File: config.mk
export PLATFORM = sky130hd
export DESIGN_NAME = serial_cmd_port
export DESIGN_NICKNAME = d
export VERILOG_FILES = /design/src/rtl/serial_cmd_pkg.sv /design/src/rtl/pin_sync.sv /design/src/rtl/frame_ctrl.sv /design/src/rtl/cmd_reg.sv /design/src/rtl/serial_cmd_port.sv
export SDC_FILE = /design/constraint.sdc
export NUM_CORES = 1
export LEC_CHECK = 0
export BUFFER_PORTS_ARGS = -buffer_cell sky130_fd_sc_hd__buf_2
export CAP_MARGIN = 20
export CORE_UTILIZATION = 33
export CTS_CLUSTER_SIZE = 16
export DETAILED_ROUTE_END_ITERATION = 6
export GPL_TIMING_DRIVEN = 1
export MAX_ROUTING_LAYER = met4
export PLACE_DENSITY_LB_ADDON = 0.12
export SLEW_MARGIN = 20
export SYNTH_ARGS = -nofsm -noshare
export SYNTH_HDL_FRONTEND = slang
export SYNTH_SLANG_ARGS = --single-unit
File: constraint.sdc
create_clock -name clk -period 1.25 [get_ports clk]
set_clock_uncertainty 0.05 [all_clocks]
set_input_delay 0.1875 -clock clk [delete_from_list [all_inputs] [get_ports clk]]
set_output_delay 0.1875 -clock clk [all_outputs]
set_load 0.1 [all_outputs]
File: src/rtl/serial_cmd_pkg.sv
package serial_cmd_pkg;
    typedef enum logic {
        ST_IDLE  = 1'b0,
        ST_SHIFT = 1'b1
    } frame_state_e;
endpackage

File: src/rtl/pin_sync.sv
module pin_sync #(
    parameter int   STAGES  = 2,
    parameter logic RST_VAL = 1'b0
) (
    input  logic clk,
    input  logic rst,
    input  logic d,
    output logic q
);
    logic [STAGES-1:0] chain;

    genvar gi;
    generate
        for (gi = 0; gi < STAGES; gi++) begin : g_stage
            if (gi == 0) begin : g_first
                always_ff @(posedge clk) begin
                    if (rst) chain[0] <= RST_VAL;
                    else     chain[0] <= d;
                end
            end else begin : g_next
                always_ff @(posedge clk) begin
                    if (rst) chain[gi] <= RST_VAL;
                    else     chain[gi] <= chain[gi-1];
                end
            end
        end
    endgenerate

    assign q = chain[STAGES-1];
endmodule

File: src/rtl/frame_ctrl.sv
module frame_ctrl
    import serial_cmd_pkg::*;
#(
    parameter int W = 8
) (
    input  logic         clk,
    input  logic         rst,
    input  logic         cs_lvl,
    input  logic         sck_lvl,
    input  logic         dat_lvl,
    output logic [W-1:0] shift_q,
    output logic         commit
);
    localparam int              CNT_W   = $clog2(W) + 1;
    localparam logic [CNT_W-1:0] CNT_MAX = {CNT_W{1'b1}};
    localparam logic [CNT_W-1:0] CNT_ONE = CNT_W'(1);
    localparam logic [CNT_W-1:0] CNT_LEN = CNT_W'(W);

    frame_state_e     state, state_nx;
    logic [CNT_W-1:0] cnt, cnt_nx;
    logic [W-1:0]     sr_nx;
    logic             cs_prev, sck_prev;
    logic             cs_fall, cs_rise, sck_fall;

    always_ff @(posedge clk) begin
        if (rst) begin
            cs_prev  <= 1'b1;
            sck_prev <= 1'b0;
        end else begin
            cs_prev  <= cs_lvl;
            sck_prev <= sck_lvl;
        end
    end

    assign cs_fall  = cs_prev & ~cs_lvl;
    assign cs_rise  = ~cs_prev & cs_lvl;
    assign sck_fall = sck_prev & ~sck_lvl;

    // state register
    always_ff @(posedge clk) begin
        if (rst) state <= ST_IDLE;
        else     state <= state_nx;
    end

    // next state and datapath controls
    always_comb begin
        state_nx = state;
        cnt_nx   = cnt;
        sr_nx    = shift_q;
        commit   = 1'b0;
        unique case (state)
            ST_IDLE: begin
                if (cs_fall) begin          // frame_start
                    state_nx = ST_SHIFT;
                    cnt_nx   = '0;
                end
            end
            ST_SHIFT: begin
                if (cs_rise) begin          // frame_end
                    state_nx = ST_IDLE;
                    commit   = (cnt == CNT_LEN);
                end else if (sck_fall) begin // bit_shift
                    if (cnt < CNT_LEN) sr_nx = {dat_lvl, shift_q[W-1:1]};
                    if (cnt != CNT_MAX) cnt_nx = cnt + CNT_ONE;
                end
            end
            default: state_nx = ST_IDLE;
        endcase
    end

    always_ff @(posedge clk) begin
        if (rst) begin
            cnt     <= '0;
            shift_q <= '0;
        end else begin
            cnt     <= cnt_nx;
            shift_q <= sr_nx;
        end
    end


    idle_sr_hold_chk: assert property (@(posedge clk) disable iff (rst)
        (state == ST_IDLE) |=> $stable(shift_q));


    extra_clk_hold_chk: assert property (@(posedge clk) disable iff (rst)
        (state == ST_SHIFT && cnt >= CNT_LEN && sck_fall && !cs_rise) |=> $stable(shift_q));


    cnt_sat_chk: assert property (@(posedge clk) disable iff (rst)
        (state == ST_SHIFT && cnt == CNT_MAX && sck_fall && !cs_rise) |=> (cnt == CNT_MAX));
endmodule

File: src/rtl/cmd_reg.sv
module cmd_reg #(
    parameter int W = 8
) (
    input  logic         clk,
    input  logic         rst,
    input  logic         commit,
    input  logic [W-1:0] load_val,
    input  logic [W-1:0] flt_short,
    input  logic [W-1:0] flt_hot,
    output logic [W-1:0] cmd_q,
    output logic         standby
);
    logic [W-1:0] kill;
    logic [W-1:0] cmd_nx;

    genvar gi;
    generate
        for (gi = 0; gi < W; gi++) begin : g_chan
            assign kill[gi]   = flt_short[gi] & flt_hot[gi];
            assign cmd_nx[gi] = kill[gi] ? 1'b0 : (commit ? load_val[gi] : cmd_q[gi]);
        end
    endgenerate

    always_ff @(posedge clk) begin
        if (rst) cmd_q <= '0;
        else     cmd_q <= cmd_nx;
    end

    assign standby = ~|cmd_q;


    fault_clr_chk: assert property (@(posedge clk) disable iff (rst)
        (|kill) |=> ((cmd_q & $past(kill)) == '0));


    no_commit_hold_chk: assert property (@(posedge clk) disable iff (rst)
        (!commit && !(|kill)) |=> $stable(cmd_q));
endmodule

File: src/rtl/serial_cmd_port.sv
module serial_cmd_port #(
    parameter int W           = 8,
    parameter int SYNC_STAGES = 2
) (
    input  logic         clk,
    input  logic         rst,
    input  logic         sel_n,
    input  logic         sclk,
    input  logic         sdat,
    input  logic [W-1:0] flt_short,
    input  logic [W-1:0] flt_hot,
    output logic [W-1:0] out_en,
    output logic         standby
);
    logic         cs_s, sck_s, dat_s;
    logic [W-1:0] shift_q;
    logic         commit;

    pin_sync #(.STAGES(SYNC_STAGES), .RST_VAL(1'b1)) u_sync_cs (
        .clk(clk), .rst(rst), .d(sel_n), .q(cs_s));
    pin_sync #(.STAGES(SYNC_STAGES), .RST_VAL(1'b0)) u_sync_sck (
        .clk(clk), .rst(rst), .d(sclk), .q(sck_s));
    pin_sync #(.STAGES(SYNC_STAGES), .RST_VAL(1'b0)) u_sync_dat (
        .clk(clk), .rst(rst), .d(sdat), .q(dat_s));

    frame_ctrl #(.W(W)) u_frame (
        .clk(clk), .rst(rst),
        .cs_lvl(cs_s), .sck_lvl(sck_s), .dat_lvl(dat_s),
        .shift_q(shift_q), .commit(commit));

    cmd_reg #(.W(W)) u_cmd (
        .clk(clk), .rst(rst),
        .commit(commit), .load_val(shift_q),
        .flt_short(flt_short), .flt_hot(flt_hot),
        .cmd_q(out_en), .standby(standby));


    standby_match_chk: assert property (@(posedge clk) disable iff (rst)
        (out_en != '0) |-> !standby);
endmodule

==> results.md <==
Detailed routing:
- The per-cell routed wire length is 13.0 µm.
- The routed layout has 1127 vias.
- The total wire length after detailed routing is 2990 µm.
- For this block, the initial DRC count from the detailed router was 34.
- The count of antenna-violating nets left after detailed routing is 0.
- The pre-antenna-repair detailed-routing pass consisted of 4 iterations.
- The via count normalized by instance count is 4.90.
- The DRC violation count after routing is 0.

Setup path:
- The startpoint of the worst-slack reg-to-reg timing path is u_frame.cnt[0]$_SDFFE_PP0P_.
- On the worst path, the slowest cell contributes a delay of 0.54 ns.
- The worst setup path is launched from a register.
- The setup slack of the worst register-to-register path is -0.14 ns.
- STA classifies the critical path endpoint as an output port.
- Along the worst path, the maximum fanout reaches 2.
- The launch point of the worst path is u_cmd.cmd_q[3]$_SDFFE_PP0P_.
- The cell depth of the worst flop-to-flop path is 6.
- The endpoint of the lowest-slack register-to-register path is u_cmd.cmd_q[5]$_SDFFE_PP0P_.
- On the critical path, the stage with the largest delay is an instance of sky130_fd_sc_hd__or4_4.
- The dominant delay contributor by cell family on the critical path is simple AND/OR/NAND/NOR gates.
- For the worst setup path, the data required time is 1.01 ns.
- The number of buffer and inverter instances along the worst setup path is 1.
- The arrival time of data at the critical path endpoint is 1.45 ns.
- The worst setup path is of the reg -> out kind.
- The critical path goes through or4_4, nor2_4, buf_12.

Outcome:
- The run finished, with violations left.
- The final reports fail on setup timing.

Synth:
- The cell area that synthesis handed to floorplanning was 0.00134 mm².
- The async set-or-reset flop fraction in the synthesized netlist is 0%.
- The number of different library cells in the post-synthesis netlist is 35.
- The post-synthesis area per instance is 10.9 µm².
- For this run, the number of Yosys warnings is 0.
- Yosys attributes the largest share of cell area to sky130_fd_sc_hd__dfxtp_1 43%, sky130_fd_sc_hd__a2111oi_2 9.0%, sky130_fd_sc_hd__mux2i_1 6.7%.
- Summing the sequential cell areas from Yosys gives 43.4% of the chip area.
- Counting every net in the synthesized netlist gives 146.
- The area share of the largest cell type after synthesis is 43.4%.
- By count the netlist is led by 29 x sky130_fd_sc_hd__dfxtp_1, 11 x sky130_fd_sc_hd__nand2b_1, 9 x sky130_fd_sc_hd__mux2i_1.
- The biggest area contributor in the post-synthesis netlist is sky130_fd_sc_hd__dfxtp_1.
- The most instantiated library cell after synthesis is sky130_fd_sc_hd__dfxtp_1.
- The most used flip-flop cell after synthesis is sky130_fd_sc_hd__dfxtp_1.
- In this run, synthesis produced a sequential element count of 29.
- The count of flip-flops with a built-in enable after synthesis is 0.
- The synthesized netlist cell count is 123.

Timing:
- The number of endpoints with negative hold slack in the final report is 0.
- The worst path uses 135% of the clock period.
- Headroom to the max-slew limit came out at 77.0%.
- The pin slew with the least headroom to its limit is 0.343 ns.
- The final critical-path setup slack is -0.436 ns.
- The shortest period the worst path allows is 1.69 ns.
- The achievable frequency is 593 MHz.
- Setup repair after global routing could not meet its margin everywhere.
- The total setup violations reported at the end of the flow is 12.
- Across all hold checks on the routed design, the worst slack comes to 0.0302 ns.
- The final count of pins violating max slew is 0.

Die:
- For this configuration, the core starts out at a cell density of 35.4%.
- The I/O pin count is 30.
- The x dimension of the die is 65.6 µm.
- The number of placement rows is 22.
- The area enclosed by the die boundary is 0.00431 mm².
- Measured along the y axis, the die boundary spans 65.6 µm.
- The core footprint is 0.00377 mm².

Finish:
- The net count reported at finish is 204.
- The area occupied by multi-input gates is 778 µm².
- Summing all flip-flop and latch instances after layout gives 618 µm².
- Measured on the finished design, the core utilization comes to 55.9%.
- Once layout is complete, the cells apart from fillers number 230.
- The number of antenna repair diodes is 0.
- Relative to the synthesized area, the layout overhead comes to 57.8%.
- Of the cells placed in the final design, the portion with a size suffix greater than 1 is 64.3%.
- The number of fill cells is 322.

Global routing:
- The pin count of the biggest net entering global routing is 25.
- The first global-routing pass estimated 5210 µm of wire.
- The total overflow left after global routing is 0.
- For this run, the total global-route usage over all layers was measured as 17.1%.
- The initial antenna violation count is 0.
- The number of global-route vias before repair is 1122.

Place:
- At the end of routability-driven placement, the weighted congestion stood at 0.775.
- The count of input and output buffers is 29.
- Prior to clock tree synthesis, the placed netlist has a worst setup slack of -0.207 ns.
- Including well taps, the total number of placed cells is 218.
- Detailed placement finished with a half-perimeter wire length of 2270 µm.

Worst hold path:
- Along the worst hold path, the cell count comes to 2.
- The launch point of the worst hold path is flt_hot[1].
- The endpoint of the worst hold path is u_cmd.cmd_q[1]$_SDFFE_PP0P_.
- The type of the most critical hold path is in -> reg.

Clock network:
- Clock tree synthesis found a total of 29 sinks.
- The clock tree buffer depth is 2.
- TritonCTS built the clock tree.
- In this run, CTS created clock tree buffers numbering 5.
- The cell at the root of the clock tree is sky130_fd_sc_hd__clkbuf_8.
- The clock transition at the registers of the reported paths is 0.06 ns.
- The number of hold-repair buffers added at the cts stage is 0.
- For the worst-skew pair, the clock arrives at the later sink with an insertion delay of 0.28 ns.
- The clock tree synthesis step divided the H-tree into 2 levels.

Power:
- The leakage power is 0.847 nW.
- The power density normalized to cell area is 938 mW/mm².
- The worst ir drop on vdd is 0.879 mV.

Flow run:
- Max-cap violations in this run came to 0.
[through the flow]
| step | setup TNS, ns | cell area (µm²) | power [mW] |
|---|---|---|---|
| 2_1_floorplan | -0.720 | 1390 | 1.00 |
| 3_3_place_gp | -1.46 | 1880 | 1.07 |
| 3_5_place_dp | -1.84 | 1880 | 1.07 |
| 4_1_cts | -1.43 | 2070 | 2.00 |
| 5_1_grt | -2.26 | 2110 | 2.07 |
| 6_report | -1.31 | 2110 | 1.98 |
[kinds of logic after synthesis]
logic type	synth area share, %
compound gates	16.2
fa+ha+maj	1.87
buf+inv	4.31
flops	43.4
mux	7.58
simple gates	26.6
[where the power goes]
part | leakage [nW] | internal [mW] | switching (mW)
clock network | 0.0556 | 0.566 | 0.353
logic | 0.548 | 0.0696 | 0.0542
registers | 0.243 | 0.923 | 0.0110
[worst max path at each step]
stage / to / cells past startpoint / slack, ns
final: standby / 3 / -0.44
after global routing: standby / 3 / -0.48
after CTS: standby / 3 / -0.47
after detailed placement: u_cmd.cmd_q[5]$_SDFFE_PP0P_ / 6 / -0.21
after global placement: standby / 3 / -0.16
after floorplan: standby / 2 / -0.50
[worst reg2reg max path: stages, from the launching register on]
cell                        delay, ns
sky130_fd_sc_hd__dfxtp_2         0.33
sky130_fd_sc_hd__inv_2           0.08
sky130_fd_sc_hd__ha_4            0.14
sky130_fd_sc_hd__and4b_2         0.27
sky130_fd_sc_hd__buf_6           0.14
sky130_fd_sc_hd__a21oi_2         0.06
sky130_fd_sc_hd__a2111oi_2       0.22
[registers in the layout, indices dropped and copies added, names as in the netlist]
signal and flops:
u_frame.shift_q 8, u_sync_cs.q 1, u_sync_dat.q 1, u_sync_dat.chain 1, u_frame.cs_prev 1, u_sync_sck.chain 1
u_cmd.cmd_q 8, u_frame.state 1, u_frame.cnt 4, u_frame.sck_prev 1, u_sync_sck.q 1, u_sync_cs.chain 1
[repair_timing]
| action | 4_1_cts | 5_1_grt |
|---|---|---|
| endpoints found under the setup margin | 16 | 21 |
| buffers inserted | 0 | 3 |
| pin swaps | 8 | 6 |
| cloned | 1 | 0 |
| resized for setup | 18 | 6 |
[area by class of cell]
class,instances,area share (%)
Multi-Input combinational cell,85,36.9
Clock inverter,1,0.356
Timing Repair Buffer,57,24.9
Sequential cell,29,29.3
Tap cell,48,2.85
Clock buffer,7,5.10
Inverter,3,0.534
[cell usage in the layout, fill, tap and decap left out, types with 2 or more instances in the layout]
master                       n
sky130_fd_sc_hd__buf_4      21
sky130_fd_sc_hd__buf_2      20
sky130_fd_sc_hd__dfxtp_1    15
sky130_fd_sc_hd__nand2b_1   10
sky130_fd_sc_hd__buf_12     10
sky130_fd_sc_hd__mux2i_1     9
sky130_fd_sc_hd__a21oi_2     8
sky130_fd_sc_hd__nor3_1      8
sky130_fd_sc_hd__a2111oi_2   8
sky130_fd_sc_hd__dfxtp_4     8
sky130_fd_sc_hd__clkbuf_8    6
sky130_fd_sc_hd__buf_6       6
sky130_fd_sc_hd__dfxtp_2     6
sky130_fd_sc_hd__nor2b_1     5
sky130_fd_sc_hd__or4_4       3
sky130_fd_sc_hd__nand3b_1    3
sky130_fd_sc_hd__or2_2       3
sky130_fd_sc_hd__inv_2       2
sky130_fd_sc_hd__nor2b_4     2
sky130_fd_sc_hd__nand2_1     2
sky130_fd_sc_hd__nand4b_1    2
sky130_fd_sc_hd__and4b_2     2
sky130_fd_sc_hd__nor3b_1     2
sky130_fd_sc_hd__nand4_1     2
sky130_fd_sc_hd__ha_4        2
[per-layer routing]
layer / wire (µm) / global-route usage [%] / vias up
met2: 1440 / 28.2 / 30
met4: 66 / 8.97 / 0
met1: 1340 / 18.7 / 520
li1: - / - / 570
met3: 144 / 4.34 / 7
met5: 0 / - / -
Note: power is estimated with default switching activity, not from simulation.
